**config.mk**
```make
export PLATFORM = sky130hd
export DESIGN_NAME = carrier_det_top
export DESIGN_NICKNAME = d
export VERILOG_FILES = /design/src/rtl/cd_pkg.sv /design/src/rtl/cd_level_cmp.sv /design/src/rtl/cd_qual_fsm.sv /design/src/rtl/cd_rx_gate.sv /design/src/rtl/carrier_det_top.sv
export SDC_FILE = /design/constraint.sdc
export NUM_CORES = 1
export LEC_CHECK = 0
export BUFFER_PORTS_ARGS = -buffer_cell sky130_fd_sc_hd__buf_2
export CAP_MARGIN = 20
export CORE_AREA = 5 5 70 104
export CTS_CLUSTER_SIZE = 30
export DETAILED_ROUTE_END_ITERATION = 6
export DIE_AREA = 0 0 75 109
export GPL_TIMING_DRIVEN = 0
export HOLD_SLACK_MARGIN = 0.1
export PLACE_DENSITY = 0.71
export SLEW_MARGIN = 10
export SYNTH_ARGS = -nofsm -noshare
export SYNTH_HDL_FRONTEND = slang
export SYNTH_HIERARCHICAL = 1
export SYNTH_SLANG_ARGS = --single-unit
```
**constraint.sdc**
```tcl
create_clock -name clk -period 3.03 [get_ports clk]
set_input_delay 0.303 -clock clk [delete_from_list [all_inputs] [get_ports clk]]
set_output_delay 0.303 -clock clk [all_outputs]
set_load 0.01 [all_outputs]
```
**src/rtl/cd_pkg.sv**
```systemverilog
package cd_pkg;
  typedef enum logic [1:0] {
    ST_IDLE = 2'd0,
    ST_QUAL = 2'd1,
    ST_ON   = 2'd2,
    ST_HOLD = 2'd3
  } cd_state_e;
endpackage

```
**src/rtl/cd_level_cmp.sv**
```systemverilog
module cd_level_cmp #(
  parameter int AMP_W = 12
) (
  input  logic [AMP_W-1:0] amp,
  input  logic [AMP_W-1:0] lvl_hi,
  input  logic [AMP_W-1:0] lvl_lo,
  output logic             is_above,
  output logic             is_below
);
  always_comb begin
    is_above = amp > lvl_hi;
    is_below = amp < lvl_lo;
  end
endmodule

```
**src/rtl/cd_qual_fsm.sv**
```systemverilog
module cd_qual_fsm
  import cd_pkg::*;
#(
  parameter int CNT_W = 16
) (
  input  logic             clk,
  input  logic             rst,
  input  logic             enable,
  input  logic             is_above,
  input  logic             is_below,
  input  logic [CNT_W-1:0] need_on,
  input  logic [CNT_W-1:0] need_off,
  output logic             flag
);
  localparam logic [CNT_W-1:0] ONE = CNT_W'(1);

  cd_state_e        state_q, state_d;
  logic [CNT_W-1:0] cnt_q, cnt_d;
  logic [CNT_W:0]   cnt_inc;
  logic             flag_q;

  always_comb begin
    state_d = state_q;
    cnt_d   = cnt_q;
    cnt_inc = {1'b0, cnt_q} + (CNT_W+1)'(1);
    if (!enable) begin
      state_d = ST_IDLE;
      cnt_d   = '0;
    end else begin
      unique case (state_q)
        ST_IDLE: begin
          if (is_above) begin
            if (need_on <= ONE) begin
              state_d = ST_ON;
              cnt_d   = '0;
            end else begin
              state_d = ST_QUAL;
              cnt_d   = ONE;
            end
          end
        end
        ST_QUAL: begin
          if (!is_above) begin
            state_d = ST_IDLE;
            cnt_d   = '0;
          end else if (cnt_inc >= {1'b0, need_on}) begin
            state_d = ST_ON;
            cnt_d   = '0;
          end else begin
            cnt_d = cnt_inc[CNT_W-1:0];
          end
        end
        ST_ON: begin
          if (is_below) begin
            if (need_off <= ONE) begin
              state_d = ST_IDLE;
              cnt_d   = '0;
            end else begin
              state_d = ST_HOLD;
              cnt_d   = ONE;
            end
          end
        end
        ST_HOLD: begin
          if (!is_below) begin
            state_d = ST_ON;
            cnt_d   = '0;
          end else if (cnt_inc >= {1'b0, need_off}) begin
            state_d = ST_IDLE;
            cnt_d   = '0;
          end else begin
            cnt_d = cnt_inc[CNT_W-1:0];
          end
        end
        default: begin
          state_d = ST_IDLE;
          cnt_d   = '0;
        end
      endcase
    end
  end

  always_ff @(posedge clk) begin
    if (rst) begin
      state_q <= ST_IDLE;
      cnt_q   <= '0;
      flag_q  <= 1'b0;
    end else begin
      state_q <= state_d;
      cnt_q   <= cnt_d;
      flag_q  <= (state_d == ST_ON) || (state_d == ST_HOLD);
    end
  end

  assign flag = flag_q;
endmodule

```
**src/rtl/cd_rx_gate.sv**
```systemverilog
module cd_rx_gate (
  input  logic clk,
  input  logic rst,
  input  logic enable,
  input  logic bit_in,
  output logic bit_out
);
  logic bit_q;

  always_ff @(posedge clk) begin
    if (rst) bit_q <= 1'b0;
    else     bit_q <= enable & bit_in;
  end

  assign bit_out = bit_q;
endmodule

```
**src/rtl/carrier_det_top.sv**
```systemverilog
module carrier_det_top #(
  parameter int AMP_W = 12,
  parameter int CNT_W = 16
) (
  input  logic             clk,
  input  logic             rst,
  input  logic             rx_en,
  input  logic [AMP_W-1:0] amp_in,
  input  logic [AMP_W-1:0] thr_hi,
  input  logic [AMP_W-1:0] thr_lo,
  input  logic [CNT_W-1:0] on_count,
  input  logic [CNT_W-1:0] off_count,
  input  logic             rx_data_in,
  output logic             rx_data_out,
  output logic             carrier_det
);
  logic above_w, below_w;

  cd_level_cmp #(.AMP_W(AMP_W)) u_cmp (
    .amp      (amp_in),
    .lvl_hi   (thr_hi),
    .lvl_lo   (thr_lo),
    .is_above (above_w),
    .is_below (below_w)
  );

  cd_qual_fsm #(.CNT_W(CNT_W)) u_fsm (
    .clk      (clk),
    .rst      (rst),
    .enable   (rx_en),
    .is_above (above_w),
    .is_below (below_w),
    .need_on  (on_count),
    .need_off (off_count),
    .flag     (carrier_det)
  );

  cd_rx_gate u_gate (
    .clk     (clk),
    .rst     (rst),
    .enable  (rx_en),
    .bit_in  (rx_data_in),
    .bit_out (rx_data_out)
  );
endmodule

```
Yosys cells after proc, flatten, opt, wreduce, memory -nomap -nowiden

Cells that the tools add are included.

Register bits after elaboration: 20
Output and inout bits: 2

$add $sub $neg: 1
Order comparisons: 6
Eq/ne operators: 7
Mux-type cells: 19
Bitwise operators: 2
Reduce and logical (&&, ||, !) cells: 4

Operators with widths:

| cell                    | count |
|---|---|
| $mux W16                | 6 |
| $pmux W16 S4            | 1 |
| $ge A17 B16 Y1          | 2 |
| $le A16 B1 Y1 const B   | 2 |
| $mux W2                 | 9 |
| $add A16 B1 Y17 const B | 1 |
| $gt A12 B12 Y1          | 1 |
| $lt A12 B12 Y1          | 1 |
| $eq A2 B2 Y1 const B    | 4 |
| $pmux W2 S4             | 1 |
| $ne A2 B1 Y1 const B    | 2 |
| $eq A2 B1 Y1 const B    | 1 |
| $logic_not A2 Y1        | 1 |
| $mux W1                 | 2 |
| $reduce_and A2 Y1       | 1 |
| $reduce_or A2 Y1        | 1 |
| $and A1 B1 Y1           | 1 |
| $logic_or A1 B1 Y1      | 1 |
| $not A1 Y1              | 1 |

Longest topological paths before layout

Word-level depth: 8
Gate-level depth with buffers: 15
Mapped depth without buffers: 14

Hierarchy

Netlist, hierarchy kept.

Modules (own cells, without submodules):

| module       | times used | cells an instance | area an instance (um^2) |
|---|---|---|---|
| cd_qual_fsm  | 1          | 254               | 1,954.4 |
| cd_level_cmp | 1          | 77                | 579.3 |
| cd_rx_gate   | 1          | 2                 | 28.8 |

Least setup slack after synthesis

Ideal clock, no wire load.

Path type: register -> register
From: register u_fsm.cnt_q[0]
To: register u_fsm.cnt_q[10]
Data arrival time: 2.856 ns
Data required time: 2.965 ns
Slack: 0.109 ns
Cell stages (with the launch flop): 15
Buffers on the path: 1
Cell sequence: dfxtp_1 > ha_1 > nand4_1 > or2_1 > nor2_1 > xnor2_1 > ha_1 > nand3_1 > nor3_1 > nor4_1 > nand4_1 > o21ai_2 > buf_6 > a22oi_1 > nor2_1

Longest elaborated chain between the ends: 5
Elaborated cells on any way between the ends: 8

Ends and longest elaborated chain:

| element                                  | line                                 | source |
|---|---|---|
| from (decl)                              | cd_qual_fsm.sv:18                    | `logic [CNT_W-1:0] cnt_q, cnt_d;` |
| from (signal assigned)                   | cd_qual_fsm.sv:90                    | `cnt_q <= cnt_d;` |
| $add A16 B1 Y17 *                        | cd_qual_fsm.sv:25                    | `cnt_inc = {1'b0, cnt_q} + (CNT_W+1)'(1);` |
| $ge A17 B16 Y1, on equally long branches | cd_qual_fsm.sv:68, cd_qual_fsm.sv:46 |  |
| $mux W16, on equally long branches       | cd_qual_fsm.sv:68, cd_qual_fsm.sv:46 |  |
| $mux W16, on equally long branches       | cd_qual_fsm.sv:65, cd_qual_fsm.sv:43 |  |
| $pmux W16 S4 *                           | cd_qual_fsm.sv:30                    | `unique case (state_q)` |

Every way passes the cells marked *; elsewhere a longest branch is shown, timed or not.
A chain may end at the register's enable or synchronous reset.

Final worst setup path

From: register u_fsm.cnt_q[1]
To: register u_fsm.cnt_q[10]

The elaborated chain is that of the path after synthesis.

==> reports/results.tsv <==
metric	value	unit
yosysUniqueCellTypes	55	
rsz0062_at_grt	yes	
cts.sinks	20	
grt_remaining_overflow	0	
seq_area_frac_synth	15.6	%
synthMostInstantiatedCell	inv_1	
drc	0	
cp_slowest_stage_delay	0.37	ns
wl	7.70	mm
path_cells	ha_4 -> nand4_1 -> or2_4 -> nor2_4 -> xor2_2 -> ha_4 -> a21oi_2 -> nor2_1 -> nor4_2 -> nand4_1 -> o21ai_4 -> buf_6 -> a22oi_1 -> nor2_1	
synth_seq_cells	20	
routed_via_density	5.53	
synth_area_leaders	ha_1, dfxtp_1, inv_1	
synth_top_cell_by_area	ha_1	
final_core_util	56.4	%
synth_flop_cell	dfxtp_1	
synth_cells	333	
finalClockSkew	0.00915	ns
die_h	109	um
worst_slew_pin_slew	0.738	ns
grt_max_degree	13	
dr_total_vias	2796	
min_path_type	in2reg	
rows	36	
ys_async_sr_fraction	0	%
start_kind	register	
syn_nets	461	
period_minus_slack	3.13	ns
fin_cells	506	
synth_top_area_share	27.3	%
p_per_area	219	mW/mm2
ir_worst_vdd	182	uV
antenna_cells	0	
leakage	1.81	nW
worst-setup-path-type	reg2reg	
status	finished, violations left	
drt_iter0_drc	106	
portBuffers	73	
wire_per_inst	15.2	um
arrival	3.32	ns
avgSynthCellArea	7.70	um2
core_area	0.00635	mm2
die_w	75	um
hold_violations	0	
cts_htree_levels	1	
area_growth	39.7	%
die_area	0.00818	mm2
ys_warn_count	6	
fin_ws	-0.0984	ns
synthTopCellsByCount	inv_1, ha_1, nor2_1	
worstPathRequired	3.22	ns
pre_cts_slack	-0.618	ns
nets	559	
finalSetupViolations	15	
power.total	0.786	mW
drtAntennaViolNets	0	
hold_depth	2	
drtPass1Iterations	4	
tritoncts	built	
min_period_over_period	103	%
pin_count	74	
grt_pass1_vias	2665	
path_max_fanout	6	
synth_edf_count	0	
dp_hpwl	6.07	mm
max-cap-violations	0	
reg2regPathDepth	14	
drive_gt1_share	38.1	%
violations	negative setup slack	
grt.total_usage	17.9	%
numCtsBuffers	3	
critPathCaptureType	register	
max_slew_margin	50.7	%
cpMaxStageDelayCell	dfxtp_4	
holdWs	0.282	ns
initial_utilization	40.3	%
clk_latency	0.27	ns
gp_congestion	0.908	
syn_area	0.00256	mm2
antenna_found_initial	0	
grt_pass1_wl	11.3	mm
finalMaxSlewViolations	0	
dp_cells	482	
max_freq	320	MHz
root_buffer	clkbuf_8	
cts_buffer_depth	2	
clk_pin_slew	0.09	ns
==> per-stage QoR <==
stage | area (um2) | setup TNS, ns
CTS | 3330 | 0
detailed placement | 3020 | -9.75
global placement | 3020 | -9.17
floorplan | 2560 | 0
global route | 3580 | -2.70
finish | 3580 | -1.01
==> report_power, final <==
group          total [mW]  internal [mW]  switching (mW)
Clock               0.281          0.177           0.104
Sequential          0.264          0.261         0.00303
Combinational       0.241          0.109           0.132
==> placed cells by master (no fill, tap or decap), drive strengths merged, types with 4 or more instances in the layout <==
cell / netlist / final
o21ai: 9 / 9
a211oi: 4 / 4
nor2b: 4 / 4
nand4: 14 / 14
buf: 4 / 97
nand3: 16 / 16
a21oi: 21 / 21
a22oi: 11 / 11
a21o: 4 / 4
dfxtp: 20 / 20
inv: 58 / 58
xnor2: 7 / 7
clkbuf: 2 / 5
or2: 4 / 4
ha: 56 / 56
nand2: 21 / 21
xor2: 4 / 4
nor3: 6 / 6
nor2: 26 / 26
nor4: 9 / 9
==> final timing paths <==
kind / from / end / slack [ns]
setup / recovery: u_fsm/cnt_q[1]$_SDFFE_PP0P_ / u_fsm/cnt_q[10]$_SDFFE_PP0P_ / -0.1
hold / removal: rx_data_in / u_gate/bit_out$_SDFF_PP0_ / 0.28
setup reg to reg: u_fsm/cnt_q[1]$_SDFFE_PP0P_ / u_fsm/cnt_q[10]$_SDFFE_PP0P_ / -0.1
hold reg to reg: u_fsm/cnt_q[2]$_SDFFE_PP0P_ / u_fsm/cnt_q[2]$_SDFFE_PP0P_ / 0.52
==> metal layers <==
| metal | vias to the layer above | share of wire, % | global-route usage (%) |
|---|---|---|---|
| met5 | - | 0 | 0 |
| met4 | 0 | 3.9 | 8.02 |
| met3 | 28 | 6.8 | 1.57 |
| met2 | 124 | 52 | 34.7 |
| met1 | 1252 | 37 | 18.6 |
| li1 | 1392 | - | - |
==> kinds of logic (layout without fill, tap and decap cells) <==
logic type	Yosys count	in the layout	share of synthesized area, %
adder cells (fa/ha/maj)	56	56	27.3
XOR/XNOR	11	11	3.76
AND/OR/NAND/NOR	111	111	22.7
flip-flops	20	20	15.6
AO/OA/AOI/OAI	70	70	20.3
buffers and inverters	64	161	9.86
multiplexers	1	1	0.391
==> critical path, delay by kind of cell, from the launching register on <==
kind,cells,cell delay (ns)
simple gates,7,1.35
compound gates,3,0.50
fa+ha+maj,2,0.40
flops,1,0.37
xor+xnor,1,0.24
buf+inv,1,0.16
==> layout make-up <==
type	count	area [um2]
buffer	6	35.0
inverter	58	218
fill	552	2770
multi-input combinational	249	2210
clock inverter	1	30.0
sequential	20	427
timing repair buffer	93	523
tap	76	95.1
clock buffer	3	41.3
==> registers in the layout, summed over array words and instances (netlist names) <==
| signal | count |
|---|---|
| u_fsm/cnt_q | 16 |
| u_fsm/flag | 1 |
| u_fsm/state_q | 2 |
| u_gate/bit_out | 1 |
==> repair_timing <==
action,in CTS,in global routing
gates resized for setup,31,39
hold buffers,0,0
endpoints found under the setup margin,19,19
gates cloned,1,0
pin swaps,12,37
buffers inserted,12,8
Note: power is estimated with default switching activity, not from simulation.
